`config.mk`:
```
export PLATFORM = sky130hd
export DESIGN_NAME = pingpong_dma
export DESIGN_NICKNAME = d
export VERILOG_FILES = /design/src/rtl/pp_dma_pkg.sv /design/src/rtl/pp_dma_regs.sv /design/src/rtl/pp_dma_engine.sv /design/src/rtl/pingpong_dma.sv
export SDC_FILE = /design/constraint.sdc
export NUM_CORES = 1
export LEC_CHECK = 0
export BUFFER_PORTS_ARGS = -buffer_cell sky130_fd_sc_hd__buf_2
export CORE_MARGIN = 1.5
export CORE_UTILIZATION = 51
export DETAILED_ROUTE_END_ITERATION = 8
export PLACE_DENSITY = 0.75
export SLEW_MARGIN = 20
export SYNTH_ARGS = -nofsm -noshare
export SYNTH_HDL_FRONTEND = slang
export SYNTH_SLANG_ARGS = --single-unit
```
`constraint.sdc`:
```
create_clock -name clk -period 2.18 [get_ports clk]
set_clock_uncertainty 0.05 [all_clocks]
set_input_delay 0.109 -clock clk [delete_from_list [all_inputs] [get_ports clk]]
set_output_delay 0.109 -clock clk [all_outputs]
set_load 0.02 [all_outputs]
```
`src/rtl/pp_dma_pkg.sv`:
```
package pp_dma_pkg;
  typedef enum logic [1:0] {
    ST_IDLE,
    ST_BEAT,
    ST_MREQ,
    ST_OUT
  } eng_state_e;

  localparam logic [1:0] SEL_CTRL    = 2'd2;
  localparam int         CMD_START   = 0;
  localparam int         CTRL_EN     = 0;
  localparam int         CTRL_DIR    = 1;
endpackage

```
`src/rtl/pp_dma_regs.sv`:
```
module pp_dma_regs
  import pp_dma_pkg::*;
#(
  parameter int ADDR_W     = 32,
  parameter int LEN_W      = 16,
  parameter int BEAT_BYTES = 4
) (
  input  logic              clk,
  input  logic              rst_n,
  input  logic              reg_we,
  input  logic [5:0]        reg_addr,
  input  logic [31:0]       reg_wdata,
  output logic [31:0]       reg_rdata,
  input  logic              busy,
  input  logic              ptr,
  input  logic              adv,
  input  logic              done,
  input  logic              abort,
  output logic              en,
  output logic              dir,
  output logic [1:0]        armed,
  output logic [ADDR_W-1:0] cur_addr,
  output logic [LEN_W-1:0]  cur_len,
  output logic              irq
);
  localparam logic [LEN_W-1:0]  STEP_LEN  = LEN_W'(BEAT_BYTES);
  localparam logic [ADDR_W-1:0] STEP_ADDR = ADDR_W'(BEAT_BYTES);

  logic [1:0] sel, field;
  logic       aligned;
  assign sel     = reg_addr[5:4];
  assign field   = reg_addr[3:2];
  assign aligned = (reg_addr[1:0] == 2'b00);

  logic [1:0][ADDR_W-1:0] addr_v;
  logic [1:0][LEN_W-1:0]  len_v;
  logic [1:0][31:0]       cmd_v;

  for (genvar s = 0; s < 2; s++) begin : g_set
    logic [ADDR_W-1:0] addr_q;
    logic [LEN_W-1:0]  len_q;
    logic [31:0]       cmd_q;
    logic              own, wr_ok;
    assign own   = (ptr == 1'(s));
    assign wr_ok = reg_we && aligned && (sel == 2'(s)) && !(busy && own);

    always_ff @(posedge clk) begin
      if (!rst_n) begin
        addr_q <= '0;
        len_q  <= '0;
        cmd_q  <= '0;
      end else begin
        if (adv && own) begin
          addr_q <= addr_q + STEP_ADDR;
          len_q  <= (len_q > STEP_LEN) ? len_q - STEP_LEN : '0;
        end else if (wr_ok && field == 2'd0) begin
          addr_q <= reg_wdata[ADDR_W-1:0];
        end else if (wr_ok && field == 2'd1) begin
          len_q <= reg_wdata[LEN_W-1:0];
        end
        if ((done || abort) && own) begin
          cmd_q[CMD_START] <= 1'b0;
        end else if (wr_ok && field == 2'd2) begin
          cmd_q <= reg_wdata;
        end
      end
    end

    assign addr_v[s] = addr_q;
    assign len_v[s]  = len_q;
    assign cmd_v[s]  = cmd_q;
    assign armed[s]  = cmd_q[CMD_START];
  end

  assign cur_addr = addr_v[ptr];
  assign cur_len  = len_v[ptr];

  logic en_q, dir_q, irq_q, last_q;
  logic ctrl_wr, stat_wr;
  assign ctrl_wr = reg_we && aligned && (sel == SEL_CTRL) && (field == 2'd0);
  assign stat_wr = reg_we && aligned && (sel == SEL_CTRL) && (field == 2'd1);

  always_ff @(posedge clk) begin
    if (!rst_n) begin
      en_q   <= 1'b0;
      dir_q  <= 1'b0;
      irq_q  <= 1'b0;
      last_q <= 1'b0;
    end else begin
      if (ctrl_wr) begin
        en_q  <= reg_wdata[CTRL_EN];
        dir_q <= reg_wdata[CTRL_DIR];
      end
      if (done) begin
        irq_q  <= 1'b1;
        last_q <= ptr;
      end else if (stat_wr && reg_wdata[0]) begin
        irq_q <= 1'b0;
      end
    end
  end

  assign en  = en_q;
  assign dir = dir_q;
  assign irq = irq_q;

  always_comb begin
    reg_rdata = '0;
    if (aligned) begin
      if (sel < 2'd2) begin
        case (field)
          2'd0:    reg_rdata = 32'(addr_v[sel[0]]);
          2'd1:    reg_rdata = 32'(len_v[sel[0]]);
          2'd2:    reg_rdata = cmd_v[sel[0]];
          default: reg_rdata = '0;
        endcase
      end else if (sel == SEL_CTRL) begin
        case (field)
          2'd0:    reg_rdata = {30'd0, dir_q, en_q};
          2'd1:    reg_rdata = {28'd0, busy, ptr, last_q, irq_q};
          default: reg_rdata = '0;
        endcase
      end
    end
  end

  AST_DONE_DISARMS: assert property (@(posedge clk) disable iff (!rst_n)
    done |=> !armed[$past(ptr)]);
  AST_IRQ_RAISE: assert property (@(posedge clk) disable iff (!rst_n)
    done |=> irq);
endmodule

```
`src/rtl/pp_dma_engine.sv`:
```
module pp_dma_engine
  import pp_dma_pkg::*;
#(
  parameter int ADDR_W     = 32,
  parameter int LEN_W      = 16,
  parameter int DATA_W     = 32,
  parameter int BEAT_BYTES = 4
) (
  input  logic              clk,
  input  logic              rst_n,
  input  logic              en,
  input  logic              dir,
  input  logic [1:0]        armed,
  input  logic [ADDR_W-1:0] cur_addr,
  input  logic [LEN_W-1:0]  cur_len,
  output logic              ptr,
  output logic              busy,
  output logic              adv,
  output logic              done,
  output logic              abort,
  output logic              mem_req,
  output logic              mem_we,
  output logic [ADDR_W-1:0] mem_addr,
  output logic [DATA_W-1:0] mem_wdata,
  input  logic              mem_gnt,
  input  logic [DATA_W-1:0] mem_rdata,
  input  logic              in_valid,
  output logic              in_ready,
  input  logic [DATA_W-1:0] in_data,
  output logic              out_valid,
  input  logic              out_ready,
  output logic [DATA_W-1:0] out_data
);
  localparam logic [LEN_W-1:0] STEP_LEN = LEN_W'(BEAT_BYTES);

  eng_state_e        st;
  logic              ptr_q, dir_q, last_q;
  logic [DATA_W-1:0] hold_q;
  logic              last_now;

  assign last_now = (cur_len <= STEP_LEN);

  always_comb begin
    done  = 1'b0;
    abort = 1'b0;
    adv   = 1'b0;
    case (st)
      ST_IDLE: done  = en && armed[ptr_q] && (cur_len == '0);
      ST_BEAT: abort = !en;
      ST_MREQ: begin
        adv  = mem_gnt;
        done = mem_gnt && dir_q && last_now;
      end
      ST_OUT:  done = out_ready && last_q;
      default: ;
    endcase
  end

  assign ptr       = ptr_q;
  assign busy      = (st != ST_IDLE);
  assign in_ready  = (st == ST_BEAT) && en && dir_q;
  assign mem_req   = (st == ST_MREQ);
  assign mem_we    = dir_q;
  assign mem_addr  = cur_addr;
  assign mem_wdata = hold_q;
  assign out_valid = (st == ST_OUT);
  assign out_data  = hold_q;

  always_ff @(posedge clk) begin
    if (!rst_n) begin
      st     <= ST_IDLE;
      ptr_q  <= 1'b0;
      dir_q  <= 1'b0;
      last_q <= 1'b0;
      hold_q <= '0;
    end else begin
      case (st)
        ST_IDLE: begin
          if (!en) begin
            ptr_q <= 1'b0;
          end else if (armed[ptr_q]) begin
            if (cur_len == '0) begin
              ptr_q <= !ptr_q;
            end else begin
              dir_q <= dir;
              st    <= ST_BEAT;
            end
          end else if (armed[!ptr_q]) begin
            ptr_q <= !ptr_q;
          end
        end
        ST_BEAT: begin
          if (!en) begin
            ptr_q <= 1'b0;
            st    <= ST_IDLE;
          end else if (!dir_q) begin
            st <= ST_MREQ;
          end else if (in_valid) begin
            hold_q <= in_data;
            st     <= ST_MREQ;
          end
        end
        ST_MREQ: begin
          if (mem_gnt) begin
            last_q <= last_now;
            if (dir_q) begin
              if (last_now) begin
                ptr_q <= !ptr_q;
                st    <= ST_IDLE;
              end else begin
                st <= ST_BEAT;
              end
            end else begin
              hold_q <= mem_rdata;
              st     <= ST_OUT;
            end
          end
        end
        ST_OUT: begin
          if (out_ready) begin
            if (last_q) begin
              ptr_q <= !ptr_q;
              st    <= ST_IDLE;
            end else begin
              st <= ST_BEAT;
            end
          end
        end
        default: st <= ST_IDLE;
      endcase
    end
  end

  AST_REQ_HOLD: assert property (@(posedge clk) disable iff (!rst_n)
    mem_req && !mem_gnt |=> mem_req && $stable(mem_addr) && $stable(mem_wdata));
  AST_OUT_HOLD: assert property (@(posedge clk) disable iff (!rst_n)
    out_valid && !out_ready |=> out_valid && $stable(out_data));
  AST_PTR_FLIP: assert property (@(posedge clk) disable iff (!rst_n)
    done |=> ptr != $past(ptr));
  AST_ABORT_HOME: assert property (@(posedge clk) disable iff (!rst_n)
    abort |=> !ptr && !busy && !mem_req);
endmodule

```
`src/rtl/pingpong_dma.sv`:
```
module pingpong_dma #(
  parameter int DATA_W = 32,
  parameter int LEN_W  = 16
) (
  input  logic              clk,
  input  logic              rst_n,
  input  logic              reg_we,
  input  logic [5:0]        reg_addr,
  input  logic [31:0]       reg_wdata,
  output logic [31:0]       reg_rdata,
  output logic              irq,
  output logic              mem_req,
  output logic              mem_we,
  output logic [31:0]       mem_addr,
  output logic [DATA_W-1:0] mem_wdata,
  input  logic              mem_gnt,
  input  logic [DATA_W-1:0] mem_rdata,
  input  logic              in_valid,
  output logic              in_ready,
  input  logic [DATA_W-1:0] in_data,
  output logic              out_valid,
  input  logic              out_ready,
  output logic [DATA_W-1:0] out_data
);
  localparam int ADDR_W     = 32;
  localparam int BEAT_BYTES = DATA_W / 8;

  logic              en, dir, busy, ptr, adv, done, abort;
  logic [1:0]        armed;
  logic [ADDR_W-1:0] cur_addr;
  logic [LEN_W-1:0]  cur_len;

  pp_dma_regs #(
    .ADDR_W(ADDR_W), .LEN_W(LEN_W), .BEAT_BYTES(BEAT_BYTES)
  ) u_regs (
    .clk(clk), .rst_n(rst_n),
    .reg_we(reg_we), .reg_addr(reg_addr), .reg_wdata(reg_wdata), .reg_rdata(reg_rdata),
    .busy(busy), .ptr(ptr), .adv(adv), .done(done), .abort(abort),
    .en(en), .dir(dir), .armed(armed), .cur_addr(cur_addr), .cur_len(cur_len),
    .irq(irq)
  );

  pp_dma_engine #(
    .ADDR_W(ADDR_W), .LEN_W(LEN_W), .DATA_W(DATA_W), .BEAT_BYTES(BEAT_BYTES)
  ) u_engine (
    .clk(clk), .rst_n(rst_n),
    .en(en), .dir(dir), .armed(armed), .cur_addr(cur_addr), .cur_len(cur_len),
    .ptr(ptr), .busy(busy), .adv(adv), .done(done), .abort(abort),
    .mem_req(mem_req), .mem_we(mem_we), .mem_addr(mem_addr), .mem_wdata(mem_wdata),
    .mem_gnt(mem_gnt), .mem_rdata(mem_rdata),
    .in_valid(in_valid), .in_ready(in_ready), .in_data(in_data),
    .out_valid(out_valid), .out_ready(out_ready), .out_data(out_data)
  );
endmodule

```
==> results.rst <==
.. list-table::
   :header-rows: 1

   * - Metric
     - Value
   * - Highest attainable clock frequency
     - 443 MHz
   * - Post-Syn Area per Cell
     - 8.54 µm²
   * - Vertical die dimension
     - 157 µm
   * - Initial Util
     - 51.8%
   * - Antenna diodes
     - 0
   * - Iteration-0 DRC count of the detailed router
     - 1739
   * - HPWL after detailed placement
     - 29.7 mm
   * - End of the worst register-to-register path
     - u_regs.g_set[1].cmd_q[2]
   * - Final hold viol count
     - 0
   * - Post-Route Utilization
     - 69.1%
   * - Launching element type of the critical path
     - flop
   * - DRC
     - 0
   * - R2R setup slack
     - -40 ps
   * - Clock latency on the worst-skew pair
     - 520 ps
   * - Number of clock sinks seen by CTS
     - 201
   * - Placer Congestion
     - 0.959
   * - Synth Net Count
     - 1533
   * - Routed wire per std cell
     - 21.2 µm
   * - Xor/xnor cell area share of the yosys netlist
     - 1.01%
   * - Post-route worst setup slack
     - -79.6 ps
   * - Sequential cell area fraction in the yosys report
     - 33.2%
   * - Number of top-level pins
     - 241
   * - #FFs+latches synth
     - 201
   * - Detail Route Antenna Nets
     - 0
   * - Min Clock Period, post-route
     - 2260 ps
   * - Sum of overflow across all layers after global routing
     - 0
   * - Total global-route track usage
     - 34.2%
   * - Sequential fraction of design power
     - 43.9%
   * - Total of endpoints with negative setup slack in the final report
     - 7
   * - Cell at the root of the clock tree
     - sky130_fd_sc_hd__clkbuf_16
   * - Wire length of the first global-routing pass
     - 67.0 mm
   * - H-Tree Level Count
     - 1
   * - Worst-case clock buffer depth
     - 3
   * - Fill cell instance count of the final layout
     - 1783
   * - Total clock buffers created by CTS
     - 23
   * - Clk pwr share
     - 47.0%
   * - Adder-cell share of the synthesized area
     - 0.619%
   * - Violations in the final reports
     - setup timing
   * - Die Area
     - 24700 µm²
   * - Placed cell count
     - 1976
   * - Number of iterations in the first detailed-routing pass
     - 8
   * - Class of the worst hold path
     - primary input to flop
   * - R2r startpoint
     - u_regs.g_set[1].len_q[9]
   * - Proportion of layout cells with a drive suffix above 1
     - 31.5%
   * - Via count of the first global-routing pass
     - 12410
   * - Number of slew-limit violations in the final report
     - 0
   * - Net switching power
     - 2.02 mW
   * - Most instantiated flip-flop cell in the synthesis netlist
     - sky130_fd_sc_hd__dfxtp_1
   * - Outcome
     - complete, but fails checks
   * - Max transition margin
     - 63.6%
   * - Via count of the routed design
     - 13228
   * - Total Wirelength
     - 45.1 mm
   * - Portion of the clock cycle consumed by the worst path in the final layout
     - 104%
   * - Power share of the combinational group
     - 9.1%
   * - Floorplan core area
     - 23400 µm²
   * - Number of buffers added on ports
     - 240
   * - CTS tree
     - yes
   * - Total number of placement rows
     - 56
   * - Total of warnings raised by yosys
     - 0
   * - CP endpoint
     - reg_rdata[1]
   * - Worst EP required
     - 2020 ps
   * - Arrival time reported for the critical path endpoint
     - 2100 ps
   * - Mux share of post-synthesis cell area
     - 17.8%
   * - Number of enable flip-flop cells after synthesis
     - 0
   * - Max Cap Violations
     - 0
   * - Async S/R FF share, synth
     - 0%
   * - Setup crit start
     - u_regs.g_set[1].len_q[1]
   * - Post-synthesis compound-gate area fraction
     - 17.8%
   * - Avg Vias per Cell
     - 6.22
   * - Initial antenna violation count
     - 0
   * - Post-layout net count
     - 1908
   * - Synthesized area
     - 12100 µm²
   * - RSZ-0062 raised after global routing
     - yes
   * - Worst-Margin Slew
     - 541 ps
   * - Yosys cell types
     - 81
   * - Syn Inst Count
     - 1419
   * - Placement Setup Slack
     - -114 ps
   * - Non-filler cells, final
     - 2128
   * - Pin count of the biggest net entering global routing
     - 78
   * - Switch share
     - 23.9%
   * - Power per cell area
     - 522 nW/µm²
   * - Area growth from synthesis to final layout
     - 33.3%
   * - Biggest cell delay along the critical path
     - 500 ps
   * - Clock-pin slew on the worst setup and hold paths
     - 60 ps
   * - Pleak
     - 6.98 nW
   * - Largest driver fanout on the critical path
     - 3
   * - Dominant combinational cell family by area after synthesis
     - simple AND/OR/NAND/NOR gates
   * - Worst hold path stage count
     - 5
   * - Fraction of the mapped netlist area in simple logic gates
     - 21.7%
   * - Cell breakdown of the critical path
     - mux4_2, a22oi_2, o22ai_1, and2_1, buf_6
   * - Worst path slowest cell
     - sky130_fd_sc_hd__mux4_2
   * - Horizontal extent of the die
     - 157 µm
   * - Setup TNS Final
     - -170 ps
   * - Logic depth of the worst register-to-register path
     - 8
   * - Internal Power
     - 6.42 mW
   * - Element type at the critical path end
     - output pin
   * - Setup Crit Path Kind
     - flop to output pin
   * - Maximum ir drop on the vdd rail
     - 538 µV
## cells by family after synthesis
| kind of cell | Yosys count |
|---|---|
| buffers and inverters | 160 |
| adders and majority gates | 6 |
| muxes | 183 |
| xor gates and xnor gates | 14 |
| AOI/OAI and AO/OA | 319 |
| DFF | 201 |
| and+or+nand+nor | 536 |
## power groups by stage
stage / Combinational [mW] / Clock (mW) / Sequential [mW]
after global placement: 0.569 / 0 / 3.79
final: 0.771 / 3.97 / 3.71
after detailed placement: 0.578 / 0 / 3.79
after global routing: 0.814 / 4.12 / 3.71
after CTS: 0.730 / 3.99 / 3.71
after floorplan: 0.331 / 0 / 3.79
## critical path, delay by kind of cell, from the launching register on
| family | cells | cell delay (ps) |
|---|---|---|
| and+or+nand+nor | 1 | 180 |
| AOI/OAI and AO/OA | 2 | 430 |
| DFF | 1 | 350 |
| muxes | 1 | 500 |
| buffers and inverters | 1 | 130 |
## layout make-up
| class | instances | area [µm²] | area share (%) |
|---|---|---|---|
| clock buffers | 34 | 677 | 4.19 |
| multi-input cells | 1058 | 7270 | 45.0 |
| repair buffers | 492 | 3610 | 22.4 |
| inverters | 18 | 68.8 | 0.426 |
| well taps | 319 | 399 | 2.47 |
| clock inverters | 6 | 87.6 | 0.542 |
| flip-flops and latches | 201 | 4050 | 25.0 |
## cell usage after synthesis (4+ instances only)
cell	n	area, µm²
sky130_fd_sc_hd__or3_1	4	25.0
sky130_fd_sc_hd__nor3b_1	4	30.0
sky130_fd_sc_hd__or2_2	4	25.0
sky130_fd_sc_hd__o22ai_1	4	25.0
sky130_fd_sc_hd__dfxtp_1	201	4020
sky130_fd_sc_hd__buf_2	12	60.1
sky130_fd_sc_hd__nor4_1	4	25.0
sky130_fd_sc_hd__a22oi_1	11	82.6
sky130_fd_sc_hd__inv_1	16	60.1
sky130_fd_sc_hd__nand3_1	55	275
sky130_fd_sc_hd__buf_8	7	105
sky130_fd_sc_hd__mux2i_1	103	1030
sky130_fd_sc_hd__nand2b_1	5	31.3
sky130_fd_sc_hd__a21oi_1	87	435
sky130_fd_sc_hd__a221oi_1	29	254
sky130_fd_sc_hd__clkbuf_1	64	240
sky130_fd_sc_hd__nor2_1	124	465
sky130_fd_sc_hd__nor3_1	50	250
sky130_fd_sc_hd__a31oi_1	11	68.8
sky130_fd_sc_hd__nor4_4	4	85.1
sky130_fd_sc_hd__a311oi_1	5	43.8
sky130_fd_sc_hd__a2bb2oi_1	5	43.8
sky130_fd_sc_hd__nand2_1	184	691
sky130_fd_sc_hd__o211ai_1	14	105
sky130_fd_sc_hd__ha_1	6	75.1
sky130_fd_sc_hd__buf_6	4	45.0
sky130_fd_sc_hd__xor2_1	9	78.8
sky130_fd_sc_hd__a211oi_1	55	413
sky130_fd_sc_hd__o21ai_0	57	285
sky130_fd_sc_hd__mux2_2	60	676
sky130_fd_sc_hd__and3_1	15	93.8
sky130_fd_sc_hd__and4_1	10	87.6
sky130_fd_sc_hd__xnor2_1	5	43.8
sky130_fd_sc_hd__buf_1	10	37.5
sky130_fd_sc_hd__nand4_1	18	113
sky130_fd_sc_hd__nor2b_1	26	163
sky130_fd_sc_hd__and2_1	5	31.3
sky130_fd_sc_hd__mux4_2	20	450
sky130_fd_sc_hd__buf_4	34	255
sky130_fd_sc_hd__a32oi_1	6	52.6
sky130_fd_sc_hd__clkbuf_8	10	138
## cells in the final DEF, fill, tap and decap left out, types with 5 or more instances in the layout
| cell type | instances |
|---|---|
| sky130_fd_sc_hd__and3_1 | 15 |
| sky130_fd_sc_hd__and4_1 | 9 |
| sky130_fd_sc_hd__nor2b_1 | 25 |
| sky130_fd_sc_hd__dfxtp_2 | 14 |
| sky130_fd_sc_hd__a211oi_1 | 55 |
| sky130_fd_sc_hd__xnor2_1 | 5 |
| sky130_fd_sc_hd__mux4_2 | 20 |
| sky130_fd_sc_hd__nand2_1 | 183 |
| sky130_fd_sc_hd__dlygate4sd3_1 | 101 |
| sky130_fd_sc_hd__dfxtp_1 | 186 |
| sky130_fd_sc_hd__buf_6 | 8 |
| sky130_fd_sc_hd__a221oi_1 | 29 |
| sky130_fd_sc_hd__nor2_1 | 121 |
| sky130_fd_sc_hd__a22oi_1 | 7 |
| sky130_fd_sc_hd__ha_1 | 6 |
| sky130_fd_sc_hd__xor2_1 | 9 |
| sky130_fd_sc_hd__a32oi_1 | 6 |
| sky130_fd_sc_hd__nor3_1 | 49 |
| sky130_fd_sc_hd__inv_1 | 16 |
| sky130_fd_sc_hd__and2_1 | 5 |
| sky130_fd_sc_hd__clkbuf_16 | 26 |
| sky130_fd_sc_hd__nand3_1 | 54 |
| sky130_fd_sc_hd__buf_2 | 237 |
| sky130_fd_sc_hd__a2bb2oi_1 | 5 |
| sky130_fd_sc_hd__clkbuf_1 | 5 |
| sky130_fd_sc_hd__buf_4 | 130 |
| sky130_fd_sc_hd__o21ai_0 | 56 |
| sky130_fd_sc_hd__clkbuf_8 | 6 |
| sky130_fd_sc_hd__buf_12 | 11 |
| sky130_fd_sc_hd__nand4_1 | 18 |
| sky130_fd_sc_hd__mux2i_1 | 101 |
| sky130_fd_sc_hd__a311oi_1 | 5 |
| sky130_fd_sc_hd__o211ai_1 | 14 |
| sky130_fd_sc_hd__a21oi_1 | 87 |
| sky130_fd_sc_hd__mux2_2 | 60 |
| sky130_fd_sc_hd__a31oi_1 | 11 |
## state kept, by name, indices dropped and copies added, names as in the netlist
signal,cells
u_engine.st,2
u_regs.dir,1
u_engine.ptr,1
u_regs.irq,1
u_regs.g_set.cmd_q,64
u_regs.last_q,1
u_engine.mem_wdata,32
u_engine.last_q,1
u_regs.g_set.len_q,32
u_engine.mem_we,1
u_regs.en,1
u_regs.g_set.addr_q,64
## worst min path at each step
| stage | startpoint | end | slack, ps |
|---|---|---|---|
| after floorplan | reg_wdata[21] | u_regs.g_set[0].addr_q[21] | 190 |
| after global placement | reg_wdata[16] | u_regs.g_set[0].addr_q[16] | 350 |
| after detailed placement | reg_wdata[16] | u_regs.g_set[0].addr_q[16] | 350 |
| after CTS | reg_addr[2] | u_regs.dir | 7 |
| after global routing | reg_addr[2] | u_regs.en | 30 |
| final | reg_addr[2] | u_regs.dir | 40 |
## repair_timing
action                                 in CTS  in global routing
setup endpoints to repair                  68                113
pin swaps                                  10                  9
endpoints found under the hold margin     179                  0
hold buffers                              101                  0
buffers inserted                            5                  6
gates resized for setup                    16                 40
gates cloned                                1                  3
## per-stage QoR
stage | hold slack (ps) | power (mW) | instance area [µm²]
finish | 37.6 | 8.44 | 16200
global route | 34.0 | 8.64 | 16200
CTS | 6.59 | 8.42 | 15900
detailed placement | 346 | 4.37 | 14000
global placement | 345 | 4.36 | 14000
floorplan | 195 | 4.12 | 12100
## routing by layer
metal | wire length, µm | track usage, %
met1 | 17300 | 42.2
met2 | 21100 | 57.6
met3 | 4210 | 5.51
met4 | 2440 | 17.7
met5 | 0 | 0
Power figures use the tool's default switching activity.
